**src/rtl/rename_pkg.sv**
```systemverilog
// Package: shared helpers for the rename table.
// Assumes: widths are derived by callers from counts via clog2.
package rename_pkg;
    typedef enum logic [1:0] {
        OP_IDLE   = 2'd0,
        OP_ZERO   = 2'd1,
        OP_ALLOC  = 2'd2,
        OP_STALL  = 2'd3
    } ren_op_e;
endpackage

```
**src/rtl/rename_freelist.sv**
```systemverilog
// Module: rename_freelist
// Circular FIFO of free physical register numbers.
// Assumes: push never exceeds capacity (each phys reg freed once).
// A pop reads the head only if the list was non-empty at cycle start,
// so a same-cycle push to an empty list is not visible until next cycle.
module rename_freelist #(
    parameter int N_ARCH = 8,
    parameter int N_PHYS = 16,
    localparam int PW    = $clog2(N_PHYS),
    localparam int DEPTH = N_PHYS,
    localparam int IW    = $clog2(DEPTH)
) (
    input  logic          clk,
    input  logic          rst_n,
    input  logic          pop,
    input  logic          push,
    input  logic [PW-1:0] push_val,
    output logic [PW-1:0] head_val,
    output logic          not_empty,
    output logic [PW:0]   count
);
    logic [PW-1:0] slots [DEPTH];
    logic [IW-1:0] rd_ptr, wr_ptr;

    assign not_empty = (count != '0);
    assign head_val  = slots[rd_ptr];

    // Reset loads the non-architectural registers in ascending order.
    always_ff @(posedge clk) begin
        if (!rst_n) begin
            for (int i = 0; i < DEPTH; i++)
                slots[i] <= (i < N_PHYS - N_ARCH) ? PW'(i + N_ARCH) : '0;
        end else if (push) begin
            slots[wr_ptr] <= push_val;
        end
    end

    // Pointer and occupancy bookkeeping.
    always_ff @(posedge clk) begin
        if (!rst_n) begin
            rd_ptr <= '0;
            wr_ptr <= IW'((N_PHYS - N_ARCH) % DEPTH);
            count  <= (PW+1)'(N_PHYS - N_ARCH);
        end else begin
            if (pop)  rd_ptr <= (rd_ptr == IW'(DEPTH-1)) ? '0 : rd_ptr + 1'b1;
            if (push) wr_ptr <= (wr_ptr == IW'(DEPTH-1)) ? '0 : wr_ptr + 1'b1;
            count <= count + (PW+1)'(push) - (PW+1)'(pop);
        end
    end

    // never pop from an empty list
    a_r6_no_underflow: assert property (@(posedge clk) disable iff (!rst_n)
        pop |-> not_empty);
    // occupancy never exceeds capacity
    a_r8_no_overflow: assert property (@(posedge clk) disable iff (!rst_n)
        count <= (PW+1)'(DEPTH));
    // push into empty list leaves exactly one entry next cycle
    a_r9_push_empty: assert property (@(posedge clk) disable iff (!rst_n)
        (!not_empty && push) |=> (count == (PW+1)'(1)));
endmodule

```
**src/rtl/rename_maptab.sv**
```systemverilog
// Module: rename_maptab
// Architectural-to-physical mapping array with one write and three reads.
// Assumes: writes are issued only for non-zero destinations.
module rename_maptab #(
    parameter int N_ARCH = 8,
    parameter int N_PHYS = 16,
    localparam int AW = $clog2(N_ARCH),
    localparam int PW = $clog2(N_PHYS)
) (
    input  logic          clk,
    input  logic          rst_n,
    input  logic          wr_en,
    input  logic [AW-1:0] wr_arch,
    input  logic [PW-1:0] wr_phys,
    input  logic [AW-1:0] rd0_arch,
    output logic [PW-1:0] rd0_phys,
    input  logic [AW-1:0] rd1_arch,
    output logic [PW-1:0] rd1_phys,
    input  logic [AW-1:0] rd2_arch,
    output logic [PW-1:0] rd2_phys
);
    logic [PW-1:0] ent [N_ARCH];

    // One register per entry; identity mapping at reset.
    for (genvar g = 0; g < N_ARCH; g++) begin : g_ent
        always_ff @(posedge clk) begin
            if (!rst_n)
                ent[g] <= PW'(g);
            else if (wr_en && wr_arch == AW'(g))
                ent[g] <= wr_phys;
        end
    end

    assign rd0_phys = ent[rd0_arch];
    assign rd1_phys = ent[rd1_arch];
    assign rd2_phys = ent[rd2_arch];
endmodule

```
**src/rtl/rename_table.sv**
```systemverilog
// Module: rename_table
// Rename table for one register class with a built-in free list.
// Assumes: each physical register is released at most once while mapped-out.
// ZERO_IDX all ones disables zero-register handling.
module rename_table
    import rename_pkg::*;
#(
    parameter int N_ARCH   = 8,
    parameter int N_PHYS   = 16,
    parameter int ZERO_IDX = 0,
    localparam int AW = $clog2(N_ARCH),
    localparam int PW = $clog2(N_PHYS),
    localparam bit HAS_ZERO = (ZERO_IDX >= 0) && (ZERO_IDX < N_ARCH)
) (
    input  logic          clk,
    input  logic          rst_n,
    input  logic          ren_valid,
    input  logic [AW-1:0] ren_arch,
    output logic          ren_ready,
    output logic [PW-1:0] ren_new,
    output logic [PW-1:0] ren_old,
    input  logic [AW-1:0] lk_a_arch,
    output logic [PW-1:0] lk_a_phys,
    input  logic [AW-1:0] lk_b_arch,
    output logic [PW-1:0] lk_b_phys,
    input  logic          rel_valid,
    input  logic [PW-1:0] rel_phys,
    output logic [PW:0]   free_count
);
    logic          is_zero;
    logic          fl_nonempty;
    logic [PW-1:0] fl_head;
    logic [PW-1:0] cur_map;
    logic          do_alloc;
    logic          do_push;
    ren_op_e       op;

    // Decode whether the destination is the protected zero register.
    always_comb begin
        if (HAS_ZERO) is_zero = (ren_arch == AW'(ZERO_IDX));
        else          is_zero = 1'b0;
    end

    // Classify the request for this cycle.
    always_comb begin
        if (!ren_valid)      op = OP_IDLE;
        else if (is_zero)    op = OP_ZERO;
        else if (fl_nonempty) op = OP_ALLOC;
        else                 op = OP_STALL;
    end

    assign do_alloc  = (op == OP_ALLOC);
    assign ren_ready = is_zero || fl_nonempty;
    assign do_push   = rel_valid && !(HAS_ZERO && rel_phys == '0);

    // Result pair: zero register echoes its mapping on both outputs.
    always_comb begin
        ren_old = cur_map;
        ren_new = is_zero ? cur_map : fl_head;
    end

    rename_freelist #(.N_ARCH(N_ARCH), .N_PHYS(N_PHYS)) u_free (
        .clk       (clk),
        .rst_n     (rst_n),
        .pop       (do_alloc),
        .push      (do_push),
        .push_val  (rel_phys),
        .head_val  (fl_head),
        .not_empty (fl_nonempty),
        .count     (free_count)
    );

    rename_maptab #(.N_ARCH(N_ARCH), .N_PHYS(N_PHYS)) u_map (
        .clk      (clk),
        .rst_n    (rst_n),
        .wr_en    (do_alloc),
        .wr_arch  (ren_arch),
        .wr_phys  (fl_head),
        .rd0_arch (ren_arch),
        .rd0_phys (cur_map),
        .rd1_arch (lk_a_arch),
        .rd1_phys (lk_a_phys),
        .rd2_arch (lk_b_arch),
        .rd2_phys (lk_b_phys)
    );

    // zero register entry always maps to physical 0
    generate if (HAS_ZERO) begin : g_zchk
        a_r10_zero_fixed: assert property (@(posedge clk) disable iff (!rst_n)
            (lk_a_arch == AW'(ZERO_IDX)) |-> (lk_a_phys == '0));
        // zero rename leaves free count unchanged when nothing is released
        a_r4_zero_no_alloc: assert property (@(posedge clk) disable iff (!rst_n)
            (ren_valid && is_zero && !rel_valid) |=> $stable(free_count));
    end endgenerate
    // accepted allocation consumes one entry when nothing is released
    a_r3_alloc_pops: assert property (@(posedge clk) disable iff (!rst_n)
        (ren_valid && ren_ready && !is_zero && !rel_valid)
        |=> (free_count == $past(free_count) - 1'b1));
    // stalled rename leaves the free count untouched
    a_r6_stall_hold: assert property (@(posedge clk) disable iff (!rst_n)
        (ren_valid && !ren_ready && !rel_valid) |=> $stable(free_count));
endmodule

```
**config.mk**
```make
export PLATFORM = sky130hd
export DESIGN_NAME = rename_table
export DESIGN_NICKNAME = d
export VERILOG_FILES = /design/src/rtl/rename_pkg.sv /design/src/rtl/rename_freelist.sv /design/src/rtl/rename_maptab.sv /design/src/rtl/rename_table.sv
export SDC_FILE = /design/constraint.sdc
export NUM_CORES = 1
export LEC_CHECK = 0
export BUFFER_PORTS_ARGS = -buffer_cell sky130_fd_sc_hd__buf_2
export CORE_UTILIZATION = 62
export DETAILED_ROUTE_END_ITERATION = 16
export PLACE_DENSITY = 0.81
export SYNTH_ARGS = -nofsm -noshare
export SYNTH_HDL_FRONTEND = slang
export SYNTH_SLANG_ARGS = --single-unit
```
**constraint.sdc**
```tcl
create_clock -name clk -period 5.9 [get_ports clk]
set_clock_uncertainty 0.1 [all_clocks]
set_input_delay 1.18 -clock clk [delete_from_list [all_inputs] [get_ports clk]]
set_output_delay 1.18 -clock clk [all_outputs]
set_load 0.02 [all_outputs]
```
Yosys cells after proc, flatten, opt, wreduce, memory -nomap -nowiden
Memory sizes are Yosys's and may differ from the RTL's. A register that Yosys moved wholly into a read port is not among the register bits.
Index checks and enable logic that the tools add are counted.
{ "classes": {"n_reduce_logical": 15, "bitwise_logic": 8, "addsub": 4, "muxes": 47, "n_eq_ne": 10} }
{ "ops": {"columns": ["cell", "n"], "rows": [
  ["2-to-1 mux 4 bit", 15],
  ["2-to-1 mux 1 bit", 30],
  ["equality test 3 bit, second input constant", 4],
  ["logical AND 1 bit", 9],
  ["adder 4 x 1 -> 4 bit, second input constant", 2],
  ["equality test 4 bit, second input constant", 2],
  ["OR 1 bit", 8],
  ["equality test 3 x 2 -> 1 bit, second input constant", 2],
  ["adder 5 x 1 -> 5 bit", 1],
  ["nonzero test 5 bit", 1],
  ["subtractor 5 x 1 -> 5 bit", 1],
  ["zero test 4 bit", 1],
  ["2-to-1 mux 2 bit", 2],
  ["OR reduction 4 bit", 1],
  ["equality test 3 x 1 -> 1 bit, second input constant", 1],
  ["zero test 3 bit", 1],
  ["equality test 2 bit, second input constant", 1],
  ["zero test 1 bit", 1],
  ["logical OR 1 bit", 1]
]} }
{ "word_totals": {"in_bits": 17, "mem_count": 2, "register_bits": 13, "ram_bits": 96, "output_inout_bits": 22, "word_cells": 89} }
{ "mem_list": {"columns": ["name", "depth", "width", "read_ports", "rd_ports_with_merged_regs", "wr", "line", "source"], "rows": [
  ["u_free.slots", 16, 4, 1, 1, 16, "rename_freelist.sv:22", "logic [PW-1:0] slots [DEPTH];"],
  ["u_map.ent", 8, 4, 3, 0, 8, "rename_maptab.sv:22", "logic [PW-1:0] ent [N_ARCH];"]
]} }

Longest topological paths before layout
Gate-level depths: netlist of run 1.
{ "depth": {"depth_word": 10, "mapped_depth": 14, "mapped_depth_nobuf": 13} }

Cells and area by module
From an unflattened synthesis of run 1, not the netlist that was laid out.
{ "hier_totals": {"cells_unflattened": 443, "area_unflattened_um2": 6087.1} }
{ "modules_own_cells": {"columns": ["module", "cells_each", "seq_area_each_um2", "area_each_um2", "instances"], "rows": [
  ["rename_freelist", 303, 2262.2, 3891.2, 1],
  ["rename_maptab", 131, 960.9, 2109.5, 1],
  ["rename_table", 9, 0.0, 86.3, 1]
]} }

Least setup slack after synthesis of run 1
OpenSTA, ideal clock, no wires.
{ "synth_path": {"path_type": "input port to flip-flop", "startpoint": "input port ren_arch[0]", "endpoint": "register u_free.count[4]", "path_buffers": 2, "t_required_ps": 5727, "setup_ps": 73, "arrival_time_ps": 3598, "setup_slack_ps": 2129, "path_stages": 13, "path_cell_list": "buf_2 -> or3_1 -> buf_2 -> nand3_1 -> inv_1 -> ha_1 -> inv_1 -> ha_1 -> fa_1 -> a21oi_1 -> nor2_1 -> or3_1 -> a21oi_1"} }
{ "synth_between": {"elab_chain_len": 5} }
{ "synth_lines": {"columns": ["element", "line", "source"], "rows": [
  ["start: declaration", "rename_table.sv:18", "input logic [AW-1:0] ren_arch,"],
  ["zero test 3 bit", "rename_table.sv:40", "if (HAS_ZERO) is_zero = (ren_arch == AW'(ZERO_IDX));"],
  ["2-to-1 mux 2 bit", "rename_table.sv:47", "else if (is_zero) op = OP_ZERO;"],
  ["2-to-1 mux 2 bit", "rename_table.sv:46", "if (!ren_valid) op = OP_IDLE;"],
  ["equality test 2 bit", "rename_table.sv:52", "assign do_alloc = (op == OP_ALLOC);"],
  ["subtractor 5 x 1 -> 5 bit", "rename_freelist.sv:47", "count <= count + (PW+1)'(push) - (PW+1)'(pop);"],
  ["end signal: assignment", "rename_freelist.sv:43", "count <= (PW+1)'(N_PHYS - N_ARCH);"],
  ["end signal: assignment", "rename_freelist.sv:47", null],
  ["end: declaration", "rename_freelist.sv:20", "output logic [PW:0] count"]
]} }
No other way between the ends.
A chain may end at the register's enable or synchronous reset.

==> flow_summary.toml, run 1 <==
[floorplanning]
die_w_um = 99.81
core_um2 = 9240
dieArea_um2 = 9961
num_rows = 35
io_pins = 39
initial_core_util_pct = 64.18
fp.dieH_um = 99.81

[setup_path]
crit_family = "flip-flops"
cp-endpoint = "ren_new[3]"
worst_r2r_endpoint = "u_free.count[4]"
worstPathMaxFanout = 13
end_kind = "output pin"
crit_type = "reg -> out"
worst-path-buf-inv = 1
critical_path_required_ns = 4.62
max_stage_delay_ns = 0.79
r2r_slack_ns = 2.58
cp_data_arrival_time_ns = 3.01
ff2ff_path_depth = 13
crit_slowest_cell = "dfxtp_1"
r2r-start = "u_free.count[2]"
cp_cell_sequence = "mux4_1 > nand2b_1 > a22oi_2 > a21oi_1 > buf_2"
cp.depth = 5
startpoint_type = "register"

[clock_network]
cts_hold_buf = 0
post_cts_buffers = 0
clockRootBuffer = "clkbuf_8"
cts_buffer_depth = 2
path_clk_slew_ns = 0.05
cts.htree.levels = 4
worstSkewPairLatency_ns = 0.51
cts_buffers = 17
cts_tree = "done"
clkSinkCount = 113
post_cts_resized = 0

[sta]
hold_viol_final = 0
period_share_pct = 72.65
slew_headroom_pct = 36.53
finalMaxSlewViolations = 0
worst_pin_slew_ns = 0.9508
timing.fmax_mhz = 233.3
period_needed_ns = 4.286
fin_ws_ns = 1.614
setup_violations = 0
rsz0062_at_grt = "no"
fin_setup_tns_ns = 0

[drt]
via_per_inst = 6.224
drc = 0
routed_wl_um = 12700
via_count = 3946
drtPass1Iterations = 5
routedWlPerCell_um = 20.02
antenna_left = 0
drt_iter0_markers = 308

[finish]
layout_commonest_cell = "edfxtp_1"
layout_common_cells = "edfxtp_1 (96), nor2_1 (50), nand2_1 (47)"
flow.area_growth_from_synthesis_pct = 13.04
n_antenna_cell = 0
final_nets = 522
drive_above_1_share_pct = 24.36

[synthesis]
synth_edf_count = 96
ys_types = 51
syn-cell-area_um2 = 5931
ys_seq_area_share_pct = 54.35
synth_top_flop_cell = "edfxtp_1"
synth-async-reset-ratio_pct = 0
yosys_warnings = 0
syn_avg_cell_area_um2 = 12.75
ys_seq_elements = 113
netlist_instances = 465

[power_and_ir_drop]
leakagePower_nw = 2.325
ir_worst_vdd_uv = 260.4
power_density_nw_per_um2 = 342.5

[place]
hpwlAfterDp_um = 8619
portBuffers = 38
dp_slack_ns = 1.822
routabilityCongestion = 0.8133

[global_routing]
antenna_found_initial = 0
grt_pass1_wl_um = 20400
grt_max_degree = 38
track_usage_pct = 28.09
grt_pass1_vias = 3924
grt_overflow = 0

[job]
maxCapViolCount = 0

[min_path]
hp-class = "reg -> reg"

[status]
status = "complete, no violations"
[final cells by class]
class	instances	area, µm²
clock buffer	17	414.1
inverter	16	60.06
clock inverter	14	147.6
multi-input combinational	307	2507
sequential	113	3223
tap	129	161.4
timing repair buffer	38	190.2
fill	597	2536
[stage by stage]
step	power [W]	area [µm²]	hold WS, ns	std cells	util (%)
after floorplan	0.001236	5942	0.3723	468	-
after global placement	0.001316	6142	0.4038	603	66.47
after detailed placement	0.001332	6142	0.4293	603	66.47
after CTS	0.002302	6704	0.4342	634	72.55
after global routing	0.002374	6704	0.4809	634	72.55
final	0.002296	6704	0.4473	634	72.55
[worst reg2reg max path, stage by stage (launching register included)]
cell	delay, ns
dfxtp_1	0.32
inv_1	0.08
ha_1	0.18
or4b_1	0.59
nand3_1	0.23
inv_1	0.06
ha_1	0.27
inv_1	0.04
ha_1	0.23
fa_1	0.41
a21oi_1	0.17
nor2_1	0.07
or3_1	0.35
a21oi_1	0.15
[logic make-up after synthesis]
family | Yosys count | share of synthesized area [%]
AOI/OAI and AO/OA | 36 | 4.304
xor gates and xnor gates | 6 | 0.8862
adders and majority gates | 12 | 2.658
buffers and inverters | 48 | 3.565
DFF | 113 | 54.35
muxes | 63 | 18.82
other | 1 | 0.06323
and+or+nand+nor | 186 | 15.36
[power breakdown]
| group | total [W] | switching, W | internal (W) |
|---|---|---|---|
| clock network | 0.000973 | 0.000343 | 0.000629 |
| logic | 0.000371 | 0.000214 | 0.000157 |
| registers | 0.000953 | 0.0000431 | 0.000910 |
| total | 0.00230 | 0.000600 | 0.00170 |
[worst min-delay path by stage]
stage,to,startpoint,cells past startpoint
3_3_place_gp,u_free.rd_ptr[3],u_free.rd_ptr[3],2
4_1_cts,u_free.rd_ptr[3],u_free.rd_ptr[3],2
2_1_floorplan,register,u_free.rd_ptr[3],2
5_1_grt,u_free.rd_ptr[3],u_free.rd_ptr[3],2
6_report,u_free.rd_ptr[3],u_free.rd_ptr[3],2
3_5_place_dp,u_free.rd_ptr[3],u_free.rd_ptr[3],2
[Yosys cell counts, types with 4 or more instances]
master / instances / area share, %
edfxtp_1: 96 / 49
a21oi_1: 12 / 1.0
clkbuf_1: 17 / 1.1
nand2_1: 47 / 3.0
ha_1: 11 / 2.3
nor2_1: 50 / 3.2
mux2i_1: 11 / 1.9
nand4_1: 4 / 0.42
nand3_1: 19 / 1.6
buf_2: 13 / 1.1
or3_1: 4 / 0.42
nand2b_1: 11 / 1.2
o21ai_0: 10 / 0.84
dfxtp_1: 17 / 5.7
nor2b_1: 5 / 0.53
inv_1: 16 / 1.0
mux4_2: 33 / 13
nor3_1: 14 / 1.2
and2_1: 14 / 1.5
mux2_2: 15 / 2.8
[sequential cells by signal, summed over array words and instances, names as in the netlist, named ones only]
register and count:
u_free.wr_ptr 4, u_free.count 5, u_free.rd_ptr 4, u_map.ent 32
u_free.slots 64
[layer usage]
metal	up-vias	track usage, %	part of all wire, %
met1	1936	35.08	39
met2	200	47.69	52
li1	1786	-	-
met5	-	0	0
met3	24	6.267	7.0
met4	0	11.76	1.9
(Power assumes the default switching activity.)
==> inputs of run 2 (changes only) <==
ABC_AREA = 1   (was default)
CORE_UTILIZATION = 61   (was 62)
PLACE_DENSITY = 0.8   (was 0.81)
clock period = 4.4 ns   (was 5.9 ns; I/O delays follow)
==> flow_summary.toml, run 2 <==
[floorplanning]
die_w_um = 104.2
fp.dieH_um = 104.2
io_pins = 39
dieArea_um2 = 10850
core_um2 = 9955
num_rows = 36
initial_core_util_pct = 63.95

[drt]
via_count = 5365
routed_wl_um = 15190
routedWlPerCell_um = 15.87
drtPass1Iterations = 5
drt_iter0_markers = 499
antenna_left = 0
drc = 0
via_per_inst = 5.606

[min_path]
worstHoldStart = "u_free.rd_ptr[3]"
holdPathEnd = "u_free.rd_ptr[3]"
hp-class = "reg -> reg"
hold_path_depth = 1

[global_routing]
grtUsageMet3_pct = 7.268
gr-usage-met1_pct = 40.15
grt_overflow = 0
track_usage_pct = 29.84
grt_pass1_wl_um = 24850
use_met2_pct = 47.62
grt-busiest-layer = "met2"
grt_max_degree = 33
antenna_found_initial = 0
grt_pass1_vias = 5062

[synthesis]
synth-async-reset-ratio_pct = 0
syn_avg_cell_area_um2 = 8.162
ys_types = 37
synth_common_cells = "nand2_1 (209), inv_1 (102), edfxtp_1 (96), nor2_1 (86), nand3_1 (53)"
yosys.area.top_type = "edfxtp_1"
synthTopCellsByArea = "edfxtp_1 (45%), nand2_1 (12%), inv_1 (6.0%)"
synth_most_common_cell = "nand2_1"
netlist_instances = 780
synth_top_flop_cell = "edfxtp_1"
ys_seq_area_share_pct = 50.63
ys_seq_elements = 113
synth_edf_count = 96
yosys_warnings = 0
yosys.area.top_type_share_pct = 45.28
syn-cell-area_um2 = 6366

[setup_path]
end_kind = "output pin"
worst_r2r_endpoint = "u_free.count[4]"
startpoint_type = "register"
worstPathMaxFanout = 17
max_stage_delay_ns = 0.77
r2r_slack_ns = 1.98
crit_type = "reg -> out"
cp_data_arrival_time_ns = 2.48
r2r-start = "u_free.count[3]"
cp_cell_sequence = "inv_2 > nand3_1 > nand3_1 > nand3_1 > nand2_1 > nand2_1 > nand2_1 > buf_2"
crit_slowest_cell = "dfxtp_1"
critical_path_required_ns = 3.42
ff2ff_path_depth = 13

[finish]
register_area_um2 = 3223
n_antenna_cell = 0
layout_commonest_cell = "nand2_1"
layout_common_cells = "nand2_1 (209), inv_1 (102), edfxtp_1 (96)"
top_regs = "u_free.slots (64), u_map.ent (32), u_free.count (5)"
top_register = "u_free.slots"
largest_register_ffs = 64
multi_input_area_um2 = 2496
fill_cells = 715
stdcell_count = 957
final_nets = 840
drive_above_1_share_pct = 14.81
post-route-util_pct = 72.10
flow.area_growth_from_synthesis_pct = 12.74

[sta]
worst_pin_slew_ns = 0.7843
period_share_pct = 78.63
hold_viol_final = 0
timing.fmax_mhz = 289.1
whs_ns = 0.4072
slew_headroom_pct = 47.16
period_needed_ns = 3.460
fin_setup_tns_ns = 0
rsz0062_at_grt = "no"
setup_violations = 0
finalMaxSlewViolations = 0

[power_and_ir_drop]
leakagePower_nw = 3.179
ir_worst_vdd_uv = 493.6
power_density_nw_per_um2 = 460.4

[clock_network]
post_cts_resized = 0
cts_buffer_depth = 2
post_cts_buffers = 0
worstSkewPairLatency_ns = 0.52
cts_buffers = 17
clkSinkCount = 113
cts_hold_buf = 0
cts_tree = "done"
path_clk_slew_ns = 0.05
clockRootBuffer = "clkbuf_8"
cts.htree.levels = 4

[place]
routabilityCongestion = 0.9555
dpl.cell_count = 925
hpwlAfterDp_um = 10870
portBuffers = 38

[job]
maxCapViolCount = 0

[status]
status = "complete, no violations"
run 2: metal layers:
layer / wire length (µm) / part of all wire, %
met2: 7126 / 47
met1: 6479 / 43
met5: 0 / 0
met3: 1452 / 9.6
met4: 132 / 0.87
run 2: per-stage QoR:
stage          worst slack [ns]  total power, W  cell area (µm²)
3_3_place_gp              1.201        0.001871             6558
5_1_grt                  0.7851        0.003439             7177
3_5_place_dp              1.140        0.001891             6558
2_1_floorplan             1.520        0.001743             6377
4_1_cts                  0.9551        0.003300             7177
6_report                 0.9404        0.003304             7177
run 2: layout make-up:
class                   instances  share of cell area, %
flip-flops and latches        113                  44.91
multi-input cells             516                  34.78
inverters                     123                  6.503
clock buffers                  21                  6.398
repair buffers                 40                  2.859
well taps                     133                  2.319
clock inverters                11                  2.232
run 2: report_power, final:
| part | internal, W | leakage, nW | switching (W) |
|---|---|---|---|
| Clock | 0.000957 | 0.295 | 0.000464 |
| Combinational | 0.000191 | 1.86 | 0.000418 |
| Sequential | 0.00122 | 1.02 | 0.0000514 |
run 2: cells by family after synthesis:
| kind of cell | share of synthesized area [%] |
|---|---|
| adders and majority gates | 2.476 |
| xor gates and xnor gates | 0.2752 |
| AOI/OAI and AO/OA | 8.176 |
| other | 0.05891 |
| and+or+nand+nor | 28.05 |
| buffers and inverters | 10.34 |
| DFF | 50.63 |
run 2: critical path, delay by kind of cell (launching register included):
| family | cells | cell delay (ns) |
|---|---|---|
| buffers and inverters | 2 | 0.46 |
| DFF | 1 | 0.77 |
| and+or+nand+nor | 6 | 0.72 |
run 2: worst max path at each step:
stage                      endpoint  slack, ns
floorplan           u_free.count[4]       1.52
global placement    u_free.count[4]       1.20
detailed placement  u_free.count[4]       1.14
CTS                      ren_new[3]       0.96
global route             ren_new[3]       0.79
finish                   ren_new[0]       0.94
